File: src/rtl/irq_pkg.sv
package irq_pkg;

   typedef enum logic [2:0] {
      SEL_CORE   = 3'd0,
      SEL_FLAG_A = 3'd1,
      SEL_FLAG_B = 3'd2,
      SEL_EN_A   = 3'd3,
      SEL_EN_B   = 3'd4
   } reg_sel_e;

   localparam int REG_W       = 8;
   localparam int N_CORE_SRC  = 3;
   localparam int CORE_GIE    = 7;
   localparam int CORE_EN_LO  = 3;
   localparam int CORE_FL_EXT = 2;
   localparam int CORE_FL_TMR = 1;
   localparam int CORE_FL_CHG = 0;

   // Edge detector modes
   localparam int EDGE_RISE   = 0;
   localparam int EDGE_FALL   = 1;
   localparam int EDGE_ANY    = 2;

endpackage

File: src/rtl/irq_sync_edge.sv
module irq_sync_edge #(
   parameter int W      = 1,
   parameter int STAGES = 2,
   parameter int MODE   = 0
) (
   input  logic         clk_i,
   input  logic         rst_ni,
   input  logic [W-1:0] din_i,
   output logic [W-1:0] evt_o
);
   import irq_pkg::*;

   if (STAGES < 2) begin : g_bad_stages
      $error("irq_sync_edge: STAGES must be at least 2");
   end

   logic [W-1:0] stg_q [STAGES];
   logic [W-1:0] last_q;
   logic [W-1:0] cur;

   always_ff @(posedge clk_i or negedge rst_ni) begin
      if (!rst_ni) begin
         for (int i = 0; i < STAGES; i++) stg_q[i] <= '0;
         last_q <= '0;
      end else begin
         stg_q[0] <= din_i;
         for (int i = 1; i < STAGES; i++) stg_q[i] <= stg_q[i-1];
         last_q <= stg_q[STAGES-1];
      end
   end

   assign cur = stg_q[STAGES-1];

   if (MODE == EDGE_RISE) begin : g_rise
      assign evt_o = cur & ~last_q;
   end else if (MODE == EDGE_FALL) begin : g_fall
      assign evt_o = ~cur & last_q;
   end else begin : g_any
      assign evt_o = cur ^ last_q;
   end

endmodule

File: src/rtl/irq_flag_bank.sv
module irq_flag_bank #(
   parameter int W = 8
) (
   input  logic         clk_i,
   input  logic         rst_ni,
   input  logic         wr_i,
   input  logic [W-1:0] wdata_i,
   input  logic [W-1:0] set_i,
   output logic [W-1:0] flags_o
);
   logic [W-1:0] flags_q;

   // Hardware set is ORed after the software write: set wins
   always_ff @(posedge clk_i or negedge rst_ni) begin
      if (!rst_ni) flags_q <= '0;
      else         flags_q <= (wr_i ? wdata_i : flags_q) | set_i;
   end

   assign flags_o = flags_q;

endmodule

File: src/rtl/irq_ctrl.sv
module irq_ctrl #(
   parameter int          PERIPH_W    = 8,
   parameter int          PORT_W      = 4,
   parameter int          SYNC_STAGES = 2,
   parameter bit          EXT_RISING  = 1'b1,
   parameter int          PC_W        = 13,
   parameter logic [31:0] VEC_ADDR    = 32'h0000_0004
) (
   input  logic                clk_i,
   input  logic                rst_ni,
   input  logic                boundary_i,
   input  logic                ret_i,
   input  logic                ext_pin_i,
   input  logic                ext_alt_i,
   input  logic [PORT_W-1:0]   port_i,
   input  logic                tmr_ovf_i,
   input  logic [PERIPH_W-1:0] periph_a_i,
   input  logic [PERIPH_W-1:0] periph_b_i,
   input  logic                reg_wr_i,
   input  logic [2:0]          reg_addr_i,
   input  logic [7:0]          reg_wdata_i,
   output logic [7:0]          reg_rdata_o,
   output logic                vec_take_o,
   output logic [PC_W-1:0]     vec_addr_o
);
   import irq_pkg::*;

   localparam int EXT_MODE = EXT_RISING ? EDGE_RISE : EDGE_FALL;

   if (PERIPH_W < 1 || PERIPH_W > REG_W) begin : g_bad_pw
      $error("irq_ctrl: PERIPH_W must lie in 1..8");
   end
   if (PORT_W < 1) begin : g_bad_port
      $error("irq_ctrl: PORT_W must be at least 1");
   end
   if (PC_W < 4 || PC_W > 32) begin : g_bad_pc
      $error("irq_ctrl: PC_W must lie in 4..32");
   end

   // ---------------- synchronized pin events ----------------
   logic              ext_evt;
   logic [PORT_W-1:0] chg_evt;

   irq_sync_edge #(.W(1), .STAGES(SYNC_STAGES), .MODE(EXT_MODE)) u_ext_sync (
      .clk_i  (clk_i),
      .rst_ni (rst_ni),
      .din_i  (ext_pin_i),
      .evt_o  (ext_evt)
   );

   irq_sync_edge #(.W(PORT_W), .STAGES(SYNC_STAGES), .MODE(EDGE_ANY)) u_port_sync (
      .clk_i  (clk_i),
      .rst_ni (rst_ni),
      .din_i  (port_i),
      .evt_o  (chg_evt)
   );

   // ---------------- write decode ----------------
   logic wr_core, wr_fa, wr_fb, wr_ea, wr_eb;
   always_comb begin
      wr_core = reg_wr_i && (reg_addr_i == SEL_CORE);
      wr_fa   = reg_wr_i && (reg_addr_i == SEL_FLAG_A);
      wr_fb   = reg_wr_i && (reg_addr_i == SEL_FLAG_B);
      wr_ea   = reg_wr_i && (reg_addr_i == SEL_EN_A);
      wr_eb   = reg_wr_i && (reg_addr_i == SEL_EN_B);
   end

   // ---------------- flag banks ----------------
   logic [N_CORE_SRC-1:0] core_set, core_flags;
   logic [PERIPH_W-1:0]   flag_a, flag_b;

   always_comb begin
      core_set              = '0;
      core_set[CORE_FL_EXT] = ext_evt & ~ext_alt_i;
      core_set[CORE_FL_TMR] = tmr_ovf_i;
      core_set[CORE_FL_CHG] = |chg_evt;
   end

   irq_flag_bank #(.W(N_CORE_SRC)) u_core_flags (
      .clk_i   (clk_i),
      .rst_ni  (rst_ni),
      .wr_i    (wr_core),
      .wdata_i (reg_wdata_i[N_CORE_SRC-1:0]),
      .set_i   (core_set),
      .flags_o (core_flags)
   );

   irq_flag_bank #(.W(PERIPH_W)) u_flags_a (
      .clk_i   (clk_i),
      .rst_ni  (rst_ni),
      .wr_i    (wr_fa),
      .wdata_i (reg_wdata_i[PERIPH_W-1:0]),
      .set_i   (periph_a_i),
      .flags_o (flag_a)
   );

   irq_flag_bank #(.W(PERIPH_W)) u_flags_b (
      .clk_i   (clk_i),
      .rst_ni  (rst_ni),
      .wr_i    (wr_fb),
      .wdata_i (reg_wdata_i[PERIPH_W-1:0]),
      .set_i   (periph_b_i),
      .flags_o (flag_b)
   );

   // ---------------- enables ----------------
   logic [N_CORE_SRC-1:0] core_en_q;
   logic [PERIPH_W-1:0]   en_a_q, en_b_q;
   logic                  gie_q;

   always_ff @(posedge clk_i or negedge rst_ni) begin
      if (!rst_ni) begin
         core_en_q <= '0;
         en_a_q    <= '0;
         en_b_q    <= '0;
      end else begin
         if (wr_core) core_en_q <= reg_wdata_i[CORE_EN_LO +: N_CORE_SRC];
         if (wr_ea)   en_a_q    <= reg_wdata_i[PERIPH_W-1:0];
         if (wr_eb)   en_b_q    <= reg_wdata_i[PERIPH_W-1:0];
      end
   end

   // ---------------- request and entry ----------------
   logic [N_CORE_SRC-1:0] core_en_eff;
   logic                  pend, gie_sw_clear, take;

   always_comb begin
      core_en_eff              = core_en_q;
      core_en_eff[CORE_FL_EXT] = core_en_q[CORE_FL_EXT] & ~ext_alt_i;
      pend         = |(core_flags & core_en_eff) | |(flag_a & en_a_q) | |(flag_b & en_b_q);
      gie_sw_clear = wr_core && !reg_wdata_i[CORE_GIE];
      take         = boundary_i && gie_q && pend && !gie_sw_clear;
   end

   // Priority: entry clears, then return sets, then software write
   always_ff @(posedge clk_i or negedge rst_ni) begin
      if (!rst_ni)      gie_q <= 1'b0;
      else if (take)    gie_q <= 1'b0;
      else if (ret_i)   gie_q <= 1'b1;
      else if (wr_core) gie_q <= reg_wdata_i[CORE_GIE];
   end

   assign vec_take_o = take;
   assign vec_addr_o = VEC_ADDR[PC_W-1:0];

   // ---------------- read mux ----------------
   logic [7:0] fa_ext, fb_ext, ea_ext, eb_ext;
   always_comb begin
      fa_ext = '0; fa_ext[PERIPH_W-1:0] = flag_a;
      fb_ext = '0; fb_ext[PERIPH_W-1:0] = flag_b;
      ea_ext = '0; ea_ext[PERIPH_W-1:0] = en_a_q;
      eb_ext = '0; eb_ext[PERIPH_W-1:0] = en_b_q;
      unique case (reg_addr_i)
         SEL_CORE:   reg_rdata_o = {gie_q, 1'b0, core_en_q, core_flags};
         SEL_FLAG_A: reg_rdata_o = fa_ext;
         SEL_FLAG_B: reg_rdata_o = fb_ext;
         SEL_EN_A:   reg_rdata_o = ea_ext;
         SEL_EN_B:   reg_rdata_o = eb_ext;
         default:    reg_rdata_o = 8'h00;
      endcase
   end

endmodule

File: config.mk
export PLATFORM = sky130hd
export DESIGN_NAME = irq_ctrl
export DESIGN_NICKNAME = d
export VERILOG_FILES = /design/src/rtl/irq_pkg.sv /design/src/rtl/irq_sync_edge.sv /design/src/rtl/irq_flag_bank.sv /design/src/rtl/irq_ctrl.sv
export SDC_FILE = /design/constraint.sdc
export NUM_CORES = 1
export LEC_CHECK = 0
export ABC_AREA = 1
export BUFFER_PORTS_ARGS = -buffer_cell sky130_fd_sc_hd__clkbuf_2
export CORE_ASPECT_RATIO = 0.6
export CORE_MARGIN = 2
export CORE_UTILIZATION = 35
export CTS_BUF_LIST = sky130_fd_sc_hd__clkbuf_8 sky130_fd_sc_hd__clkbuf_16
export DETAILED_ROUTE_END_ITERATION = 10
export PLACE_DENSITY_LB_ADDON = 0.1
export SYNTH_ARGS = -nofsm -noshare
export SYNTH_HDL_FRONTEND = slang
export SYNTH_SLANG_ARGS = --single-unit
File: constraint.sdc
create_clock -name clk_i -period 0.98 [get_ports clk_i]
set_input_delay 0.098 -clock clk_i [delete_from_list [all_inputs] [get_ports clk_i]]
set_output_delay 0.098 -clock clk_i [all_outputs]
set_load 0.02 [all_outputs]
==> impl_results.md <==
- Worst path bufs/invs: 1
- Switch share: 29.14%
- R2R setup slack: -0.22 ns
- Std cell rows: 23
- Drt wl/cell: 13.07 um
- Yosys reg bits: 54
- Critical path peak fanout: 2
- Yosys top cell by area: dfrtp_1
- Slowest CP cell: dfrtp_1
- Crit path capture type: output port
- Post-Syn Area: 2444 um2
- Num CTS Buffers: 5
- Die Y-Extent: 68.73 um
- Initial antenna violation count: 0
- Setup TNS: -3.640 ns
- First-pass GRT wire length: 10.58 mm
- Clock Tree Buf Depth: 2
- Hold slack: between 0.003 and 0.004 ns
- Worst Setup SP: ea_ext[3]
- Hold Vio Cnt, Final: 0
- # clock sinks: between 50 and 60
- Vias in the first global route: between 2,000 and 2,500
- Mean Syn Cell Area: 8.340 um2
- RR Startpoint: ea_ext[3]
- Layout area overhead: 49.77%
- CTS tree: built
- Design Area, Final: 3660 um2
- Setup Skew: 0.003053 ns
- Footprint of the multi-input gates: 1021 um2
- Vias: 2,231
- Vias per inst: 4.480
- Final setup vio count: 11
- Total Routing Usage GR: 18.21%
- Cells after Synth: between 200 and 300
- HP Start: periph_b_i[2]
- FF+latch area: 1351 um2
- Die ar.: roughly 7700 um2
- DRC violations left: 0
- RSZ-0062 raised after global routing: yes
- Clock root cell: clkbuf_16
- Fmax: 682.2 MHz
- Layout fillers: 633
- Status: complete, but fails checks
- Clock latency on the worst-skew pair: 0.29 ns
- Hold path depth: 3
- Kind of critical path: flip-flop to output port
- DRT iter0 DRCs: between 80 and 90
- Crit path DAT: 1.37 ns
- CP startpoint kind: flip-flop
- Largest net degree at the start of global routing: 55
- Layout cell share with drive strength beyond 1: 38.20%
- PD cells: 1592 nW/um2
- I/O pin total: 61
- Max cap viols: 0
- N_diodes: 0
- Grt ovf: 0
- Min cycle time layout: around 1.5 ns
- LEAKAGE: 0.001838 uW
- Port Buffers: 47
- Internal power: approximately 4100 uW
- Initial Util: 36.44%
- Gp weighted congestion: 0.8097
- Crit-path cells: nand2_1, nand2_1, nor2_1, nand3_1, nor2_2, nor2_2, clkbuf_8
- Clock-pin slew on the worst setup and hold paths: 0.07 ns
- Hpwl dp: 4.767 mm
- Overall power: 5827 uW
- Max Transition Viols Final: 0
- Min-Delay Path Class: input pin to flip-flop
- Final #Nets: about 450
- Distinct cells, synth: 21
- Critical path's top delay family: simple AND/OR/NAND/NOR gates
- Net Sw Power: around 1700 uW
- Gate power share: approximately 24%
- Sequential element share of the synthesized area: 55.30%
- Flop pwr share: about 44%
- Die width: approximately 110 um
- Commonest non-fill, non-tap cells in the layout: nand2_1 (87), dfrtp_1 (54), buf_4 (46)
- Hold Path End: u_flags_b.flags_o[2]
- DRT Pass-1 Iters: 4
- Max stage delay on crit path: between 0.3 and 0.4 ns
- Synth area leaders: dfrtp_1 (55%), nand2_1 (15%), o21ai_1 (7.4%)
- Clk pwr share: a little under a third
- Routed Antenna Nets: 0
- WP data required: just under 0.9 ns
- Most common cell after layout, fill and taps aside: nand2_1
- DP Area: 3161 um2
- Max VDD drop: 0.0007990 V
- Register-to-Register Path Depth: 8
- Crit Reg-Reg Endpoint: gie_q
- Final worst path period share: 149.6%
- Setup ws final: -0.4858 ns
- Synth top area share: 55.30%
- Core footprint: roughly 6700 um2
- Synth warn: 0
- Routed WL: between 6 and 7 mm
- Violated checks: setup timing
- H-tree Lvls: 2
==> power groups by stage <==
stage | Sequential [uW] | Combinational, uW | Clock, uW
final | 2570 | 1410 | 1850
after detailed placement | 2600 | 1170 | 0
after floorplan | 2600 | 588 | 0
after global routing | 2600 | 1560 | 2020
after CTS | 2560 | 1300 | 1900
after global placement | 2600 | 1160 | 0
==> per-stage QoR <==
step                      std cells  utilization, %  setup WS (ns)
after floorplan                 304               -       -0.01456
after global placement          476           47.14        -0.2169
after detailed placement        476           47.14        -0.2384
after CTS                       495           52.58        -0.4922
after global routing            498           54.58        -0.5593
final                           498           54.58        -0.4858
==> cells in the mapped netlist (all sizes together) <==
cell type  instances
o21ai             37
inv               24
xnor2              2
nand4              3
nor2              14
o311ai             1
dfrtp             54
and2               1
conb               2
nand2            101
o211ai             1
or2                2
nand3              9
buf               18
a21oi             24
==> worst reg2reg max path, delay by kind of cell (launching register included) <==
family                 cells  cell delay, ns
DFF                        1            0.39
and+or+nand+nor            7            0.62
buffers and inverters      1            0.13
==> timing repair <==
item / in CTS / in global routing
endpoints found under the setup margin: 11 / 16
gates resized for setup: 30 / 37
hold endpoints to repair: 62 / 1
hold buffers: 9 / 1
buffers inserted: 2 / 3
pin swaps: 10 / 23
==> worst max-delay path by stage <==
stage                     end  slack [ns]  cells past startpoint
2_1_floorplan           gie_q       -0.01                      7
4_1_cts            vec_take_o       -0.49                      7
5_1_grt            vec_take_o       -0.56                      7
6_report           vec_take_o       -0.49                      7
3_5_place_dp   reg_rdata_o[4]       -0.24                      9
3_3_place_gp   reg_rdata_o[5]       -0.22                      9
==> routing by layer <==
layer	up-vias	wire [um]	global-route usage (%)
li1	1152	-	-
met1	1026	3367	26.16
met2	49	2804	28.33
met3	4	302	4.196
met4	0	35	4.321
met5	-	0	0
==> registers in the layout, indices dropped and copies added, names as in the netlist <==
signal                cells
u_ext_sync.stg_q          1
u_port_sync.stg_q         4
gie_q                     1
core_en_q                 3
u_flags_a.flags_o         8
u_core_flags.flags_o      3
u_ext_sync.last_q         1
u_flags_b.flags_o         8
u_port_sync.cur           4
u_port_sync.last_q        4
ea_ext                    8
u_ext_sync.cur            1
eb_ext                    8
==> cell families after synthesis <==
kind of cell	count (synthesis)	synth area share (%)
other cells	2	0.3073
buf+inv	42	8.960
compound gates	63	13.16
xor+xnor	2	0.7170
simple gates	130	21.56
flops	54	55.30
==> layout make-up <==
type,instances,area share [%]
flip-flops and latches,54,36.92
multi-input cells,208,27.90
repair buffers,117,25.54
clock buffers,5,3.419
well taps,87,2.974
inverters,24,2.462
clock inverters,3,0.7863
(Power assumes the default switching activity.)
